$ cat config.mk
export PLATFORM = sky130hd
export DESIGN_NAME = smbus_stretch_guard
export DESIGN_NICKNAME = d
export VERILOG_FILES = /design/src/rtl/smbus_guard_pkg.sv /design/src/rtl/smbus_guard_datapath.sv /design/src/rtl/smbus_guard_control.sv /design/src/rtl/smbus_stretch_guard.sv
export SDC_FILE = /design/constraint.sdc
export NUM_CORES = 1
export LEC_CHECK = 0
export BUFFER_PORTS_ARGS = -buffer_cell sky130_fd_sc_hd__buf_4
export CAP_MARGIN = 20
export CELL_PAD_IN_SITES_DETAIL_PLACEMENT = 1
export CELL_PAD_IN_SITES_GLOBAL_PLACEMENT = 1
export CORE_MARGIN = 4
export CORE_UTILIZATION = 45
export CTS_BUF_LIST = sky130_fd_sc_hd__clkbuf_16
export DETAILED_ROUTE_END_ITERATION = 10
export PLACE_DENSITY_LB_ADDON = 0.15
export SYNTH_ARGS = -nofsm -noshare
export SYNTH_HDL_FRONTEND = slang
export SYNTH_SLANG_ARGS = --single-unit
$ cat constraint.sdc
create_clock -name clk -period 2.1 [get_ports clk]
set_clock_uncertainty 0.15 [all_clocks]
set_input_delay 0.21 -clock clk [delete_from_list [all_inputs] [get_ports clk]]
set_output_delay 0.21 -clock clk [all_outputs]
set_load 0.01 [all_outputs]
$ cat src/rtl/smbus_guard_pkg.sv
package smbus_guard_pkg;

  typedef enum logic [1:0] {
    ST_IDLE  = 2'd0,
    ST_XFER  = 2'd1,
    ST_HOLD  = 2'd2,
    ST_ABORT = 2'd3
  } guardState_t;

  // Events found by the datapath, consumed by the control
  typedef struct packed {
    logic startSeen;
    logic stopSeen;
    logic sclRise;
    logic sclLow;
    logic ackFall;
    logic capHit;
    logic stuckHit;
    logic busIdle;
  } guardEvt_t;

  // Strobes sent by the control to the datapath
  typedef struct packed {
    logic stretching;
    logic aborted;
  } guardCtl_t;

endpackage

$ cat src/rtl/smbus_guard_datapath.sv
module smbus_guard_datapath
  import smbus_guard_pkg::*;
#(
  parameter int SYNC_STAGES    = 2,
  parameter int BITS_PER_BYTE  = 9,
  parameter int STRETCH_MAX_MS = 25,
  parameter int STUCK_MAX_MS   = 35,
  parameter int IDLE_CLKS      = 64
) (
  input  logic      clk,
  input  logic      rst_n,
  input  logic      sclIn,
  input  logic      sdaIn,
  input  logic      msTick,
  input  guardCtl_t ctl,
  output guardEvt_t evt,
  output logic      sclSync,
  output logic      sdaSync
);

  localparam int BIT_W     = $clog2(BITS_PER_BYTE + 1);
  localparam int STRETCH_W = $clog2(STRETCH_MAX_MS + 1);
  localparam int STUCK_W   = $clog2(STUCK_MAX_MS + 1);
  localparam int IDLE_W    = $clog2(IDLE_CLKS + 1);
  localparam int LINES     = 2;

  logic [LINES-1:0] lineRaw;
  logic [LINES-1:0] lineSync;

  assign lineRaw = {sdaIn, sclIn};

  // One synchronizer chain for each bus line, idle level high
  for (genvar g = 0; g < LINES; g++) begin : gSync
    logic [SYNC_STAGES-1:0] stages;
    always_ff @(posedge clk or negedge rst_n) begin
      if (!rst_n) stages <= '1;
      else        stages <= {stages[SYNC_STAGES-2:0], lineRaw[g]};
    end
    assign lineSync[g] = stages[SYNC_STAGES-1];
  end

  assign sclSync = lineSync[0];
  assign sdaSync = lineSync[1];

  logic sclPrev, sdaPrev;
  always_ff @(posedge clk or negedge rst_n) begin
    if (!rst_n) begin
      sclPrev <= 1'b1;
      sdaPrev <= 1'b1;
    end else begin
      sclPrev <= sclSync;
      sdaPrev <= sdaSync;
    end
  end

  logic sclRise, sclFall, startSeen, stopSeen, bothHigh;
  assign sclRise   = sclSync & ~sclPrev;
  assign sclFall   = ~sclSync & sclPrev;
  assign startSeen = sclSync & sclPrev & sdaPrev & ~sdaSync;
  assign stopSeen  = sclSync & sclPrev & ~sdaPrev & sdaSync;
  assign bothHigh  = sclSync & sdaSync;

  // Clock-pulse position inside the current byte (counts rising edges)
  logic [BIT_W-1:0] pulseCnt;
  always_ff @(posedge clk or negedge rst_n) begin
    if (!rst_n) pulseCnt <= '0;
    else if (startSeen || ctl.aborted) pulseCnt <= '0;
    else if (sclRise) begin
      if (pulseCnt == BIT_W'(BITS_PER_BYTE)) pulseCnt <= BIT_W'(1);
      else                                   pulseCnt <= pulseCnt + 1'b1;
    end
  end

  // Ticks spent inside the current stretch
  logic [STRETCH_W-1:0] holdCnt;
  always_ff @(posedge clk or negedge rst_n) begin
    if (!rst_n) holdCnt <= '0;
    else if (!ctl.stretching) holdCnt <= '0;
    else if (msTick && holdCnt != STRETCH_W'(STRETCH_MAX_MS)) holdCnt <= holdCnt + 1'b1;
  end

  // Ticks with a line low, cleared by both lines high
  logic [STUCK_W-1:0] lowCnt;
  always_ff @(posedge clk or negedge rst_n) begin
    if (!rst_n) lowCnt <= '0;
    else if (ctl.aborted || bothHigh) lowCnt <= '0;
    else if (msTick && lowCnt != STUCK_W'(STUCK_MAX_MS)) lowCnt <= lowCnt + 1'b1;
  end

  // Consecutive cycles with both lines high
  logic [IDLE_W-1:0] idleCnt;
  always_ff @(posedge clk or negedge rst_n) begin
    if (!rst_n) idleCnt <= '0;
    else if (!bothHigh) idleCnt <= '0;
    else if (idleCnt != IDLE_W'(IDLE_CLKS)) idleCnt <= idleCnt + 1'b1;
  end

  always_comb begin
    evt           = '0;
    evt.startSeen = startSeen;
    evt.stopSeen  = stopSeen;
    evt.sclRise   = sclRise;
    evt.sclLow    = ~sclSync;
    evt.ackFall   = sclFall && (pulseCnt == BIT_W'(BITS_PER_BYTE));
    evt.capHit    = ctl.stretching && msTick && (holdCnt == STRETCH_W'(STRETCH_MAX_MS - 1));
    evt.stuckHit  = !ctl.aborted && !bothHigh && msTick && (lowCnt == STUCK_W'(STUCK_MAX_MS));
    evt.busIdle   = (idleCnt == IDLE_W'(IDLE_CLKS));
  end

endmodule

$ cat src/rtl/smbus_guard_control.sv
module smbus_guard_control
  import smbus_guard_pkg::*;
(
  input  logic      clk,
  input  logic      rst_n,
  input  guardEvt_t evt,
  input  logic      busyReq,
  input  logic      sdaDriveReq,
  output guardCtl_t ctl,
  output logic      sclPullDown,
  output logic      sdaPullDown,
  output logic      abortPulse
);

  guardState_t state, stateNext;
  logic        stretchOk, stretchOkNext;
  logic        abortNext;

  always_comb begin
    stateNext     = state;
    stretchOkNext = stretchOk;
    abortNext     = 1'b0;
    if (evt.stuckHit && state != ST_ABORT) begin
      stateNext     = ST_ABORT;
      stretchOkNext = 1'b0;
      abortNext     = 1'b1;
    end else begin
      unique case (state)
        ST_IDLE: begin
          if (evt.startSeen) begin
            stateNext     = ST_XFER;
            stretchOkNext = 1'b1;
          end
        end
        ST_XFER: begin
          if (evt.stopSeen) begin
            stateNext     = ST_IDLE;
            stretchOkNext = 1'b0;
          end else if (evt.startSeen) begin
            stretchOkNext = 1'b1;
          end else if (evt.sclRise) begin
            stretchOkNext = 1'b0;
          end else if ((stretchOk || evt.ackFall) && evt.sclLow && busyReq) begin
            stateNext     = ST_HOLD;
            stretchOkNext = 1'b1;
          end else if (evt.ackFall) begin
            stretchOkNext = 1'b1;
          end
        end
        ST_HOLD: begin
          if (evt.capHit || !busyReq) begin
            stateNext     = ST_XFER;
            stretchOkNext = 1'b0;
          end
        end
        ST_ABORT: begin
          stretchOkNext = 1'b0;
          if (evt.stopSeen || evt.busIdle) stateNext = ST_IDLE;
        end
        default: stateNext = ST_IDLE;
      endcase
    end
  end

  always_ff @(posedge clk or negedge rst_n) begin
    if (!rst_n) begin
      state      <= ST_IDLE;
      stretchOk  <= 1'b0;
      abortPulse <= 1'b0;
    end else begin
      state      <= stateNext;
      stretchOk  <= stretchOkNext;
      abortPulse <= abortNext;
    end
  end

  assign ctl.stretching = (state == ST_HOLD);
  assign ctl.aborted    = (state == ST_ABORT);
  assign sclPullDown    = (state == ST_HOLD);
  assign sdaPullDown    = sdaDriveReq && (state != ST_ABORT);

endmodule

$ cat src/rtl/smbus_stretch_guard.sv
module smbus_stretch_guard
  import smbus_guard_pkg::*;
#(
  parameter int SYNC_STAGES    = 2,
  parameter int BITS_PER_BYTE  = 9,
  parameter int STRETCH_MAX_MS = 25,
  parameter int STUCK_MAX_MS   = 35,
  parameter int IDLE_CLKS      = 64
) (
  input  logic clk,
  input  logic rst_n,
  input  logic sclIn,
  input  logic sdaIn,
  input  logic busyReq,
  input  logic sdaDriveReq,
  input  logic msTick,
  output logic sclPullDown,
  output logic sdaPullDown,
  output logic abortPulse
);

  guardEvt_t evt;
  guardCtl_t ctl;
  logic      sclSync, sdaSync;

  smbus_guard_datapath #(
    .SYNC_STAGES   (SYNC_STAGES),
    .BITS_PER_BYTE (BITS_PER_BYTE),
    .STRETCH_MAX_MS(STRETCH_MAX_MS),
    .STUCK_MAX_MS  (STUCK_MAX_MS),
    .IDLE_CLKS     (IDLE_CLKS)
  ) uPath (
    .clk    (clk),
    .rst_n  (rst_n),
    .sclIn  (sclIn),
    .sdaIn  (sdaIn),
    .msTick (msTick),
    .ctl    (ctl),
    .evt    (evt),
    .sclSync(sclSync),
    .sdaSync(sdaSync)
  );

  smbus_guard_control uCtrl (
    .clk        (clk),
    .rst_n      (rst_n),
    .evt        (evt),
    .busyReq    (busyReq),
    .sdaDriveReq(sdaDriveReq),
    .ctl        (ctl),
    .sclPullDown(sclPullDown),
    .sdaPullDown(sdaPullDown),
    .abortPulse (abortPulse)
  );

endmodule

==> out/metrics.yaml <==
place:
  dpl_cell_area_um2: 1723
  place_inst: 213
  globalplace.congestion: 0.8591
  hpwl_mm: 2.318
  numPortBuffers: 9
floorplan:
  die_x_um: 67.78
  fp.dieH_um: 67.78
  core_um2: 3390
  start_util_pct: 47.43
  rows: 21
  io_pins: 10
  fp.dieArea_um2: 4593
global_route:
  busiest_layer: "met2"
  grt_pass1_vias: 1278
  grt_pass1_wl_mm: 5.940
  met1_usage_pct: 21.49
  track_usage_pct: 17.23
  grt_max_degree: 33
  met2_usage_pct: 29.53
  overflow: 0
  antenna_found_initial: 0
  met3_usage_pct: 4.992
logic_synthesis:
  yosysSeqAreaShare_pct: 50.27
  synth.distinct_cells: 35
  syn_area_um2: 1608
  synth_top_area_share_pct: 40.47
  synth_commonest_cells: "26 x dfrtp_1, 23 x nor2_1, 12 x nand2_1"
  synthCells: 160
  synth_edf_count: 0
  synth.area.top_cells: "dfrtp_1 40%, dfstp_2 9.8%, ha_1 6.2%"
  ys_warn_count: 0
  async_flop_share_pct: 100.0
  yosysTopAreaCell: "dfrtp_1"
  synth_area_per_cell_um2: 10.05
  ys_seq_elements: 32
  syn-num-nets: 175
  synth_top_flop_cell: "dfrtp_1"
  yosysMostFrequentCell: "dfrtp_1"
pwr:
  clkPwrFrac_pct: 33.6
  power.switching_uw: 611.9
  leakage_nw: 0.8506
  vdd_drop_max_v: 0.0006665
  seq_power_share_pct: 42.8
  switching_share_pct: 31.41
  power.density_nw_per_um2: 1031
  p_comb_share_pct: 23.5
  p_int_mw: 1.336
layout:
  num_antenna_cells: 0
  nFillCells: 373
  fin_nets: 192
  areaGrowthSynthToFinish_pct: 17.51
  fin_area_um2: 1889
  fin_cells: 224
  drive_gt1_share_pct: 12.92
sta:
  post-route-period-util_pct: 86.36
  max_slew_margin_pct: 66.97
  fin_crit_ps: 1814
  finalSetupViolations: 0
  tns_ps: 0
  fmax_mhz: 551.4
  tightest_slew_ps: 490.2
  slew_viol_final: 0
  rsz0062_at_grt: "false"
  hold_viol: 0
drt:
  routed_wl_mm: 3.239
  drt_iter0_drc: 73
  first_pass_iters: 4
  viasPerCell: 5.371
  drc_errors: 0
  vias: 1203
  wl_per_cell_um: 14.46
  postRouteAntennaNets: 0
job:
  cap_violations: 0
setup_path:
  cp_max_fo: 10
  crit_arrival_ps: 1450
  path_class: "flop to output port"
  start_kind: "flop"
  cp_data_required_time_ps: 1740
  end_kind: "output port"
clock_network:
  numCtsBuffers: 5
  cts_htree_levels: 2
  cts.clk_slew.worst_paths_ps: 50
  cts_buffer_depth: 2
  cts_tree: "built"
  clk_latency_ps: 270
  clock-sinks: 32
  cts-resized-gates: 0
  post-cts-setup-buffer-count: 0
  clockRootBuffer: "clkbuf_16"
run_status:
  outcome: "finished, final reports clean"
hold_path:
  hold_path.class: "flop to flop"
## metal layers
layer / share of wire (%) / vias to the layer above
met4: 0.40 / 0
li1: - / 587
met5: 0 / -
met3: 2.4 / 2
met1: 47 / 605
met2: 51 / 9
## power by group through the flow
stage	combinational, mW	clock [mW]	sequential, mW
6_report	0.459	0.655	0.834
5_1_grt	0.534	0.709	0.849
4_1_cts	0.469	0.669	0.831
3_5_place_dp	0.462	0	0.836
3_3_place_gp	0.435	0	0.826
2_1_floorplan	0.364	0	0.784
## worst max-delay path: stages, from the launching register on
cell and delay, ps:
dfrtp_1 550, nand2_1 260, and2_1 230, buf_4 140
## metrics by stage
stage	hold WS (ps)	util, %	power (mW)	setup WS [ps]
after detailed placement	19.23	50.83	1.298	365.4
after CTS	204.3	55.74	1.970	295.8
after global routing	207.1	55.74	2.092	177.6
after global placement	15.22	50.83	1.260	429.0
final	203.6	55.74	1.948	286.4
after floorplan	-235.6	-	1.149	487.3
## state kept, by name, summed over array words and instances (netlist names)
signal and flops:
uCtrl.stretchOk 1, uPath.lowCnt 6, uCtrl.state 2, uPath.sclPrev 1, uPath.pulseCnt 4, uPath.sdaPrev 1
uPath.idleCnt 7, uPath.gSync.stages 4, uPath.holdCnt 5, uCtrl.abortPulse 1
## layout make-up
class / instances / area (um^2) / share of cell area [%]
tap: 46 / 57.56 / 3.046
clock buffer: 5 / 125.1 / 6.623
timing repair buffer: 12 / 97.59 / 5.166
sequential: 32 / 808.3 / 42.78
inverter: 11 / 41.29 / 2.185
clock inverter: 3 / 11.26 / 0.5960
multi-input combinational: 115 / 748.2 / 39.60
## cells in the final DEF, fill, tap and decap left out
cell type,synthesis,final
dfrtp_1,26,26
nor2_1,23,23
inv_1,11,13
nand2_1,12,12
o21ai_0,9,9
buf_4,0,9
xor2_1,8,8
ha_1,8,8
nand4_1,6,6
nand3_1,6,6
dfstp_2,6,6
nand2b_1,5,5
xnor2_1,5,5
clkbuf_16,0,5
a21oi_1,4,4
nand4b_1,3,3
nand3b_1,3,3
mux2i_1,3,3
dlygate4sd3_1,0,3
and2_1,2,2
a31oi_1,2,2
and4b_1,1,1
a311oi_2,1,1
o211ai_1,1,1
nor4_1,1,1
nor2b_1,1,1
o21ai_1,1,1
o311ai_1,1,1
a21o_1,1,1
a311oi_1,1,1
mux2_2,1,1
o41ai_1,1,1
o2111a_1,1,1
and3_1,1,1
o21a_1,1,1
a21oi_2,1,1
or3_1,1,1
clkinv_1,0,1
## kinds of logic after synthesis
logic type,synth area share (%)
compound gates,10.35
xor+xnor,7.082
fa+ha+maj,6.226
buf+inv,3.191
flops,50.27
mux,2.568
simple gates,20.31
## timing repair
| item | in CTS | in global routing |
|---|---|---|
| setup endpoints to repair | 0 | 0 |
| endpoints found under the hold margin | 28 | 0 |
| hold buffers | 3 | 0 |
## worst paths after layout
path	end	slack [ps]	start	depth (start not counted)
worst max-delay path	sdaPullDown	290	uCtrl.state[1]	3
worst min-delay path	uPath.gSync[0].stages[1]	200	uPath.gSync[0].stages[0]	0
worst max register to register	uCtrl.stretchOk	340	uPath.pulseCnt[0]	6
worst min register to register	uPath.gSync[0].stages[1]	200	uPath.gSync[0].stages[0]	0
max in group asynchronous	uPath.gSync[0].stages[0]	1210	rst_n	2
min in group asynchronous	uPath.pulseCnt[2]	260	rst_n	2
No activity file was read; power rests on OpenSTA's default activity.
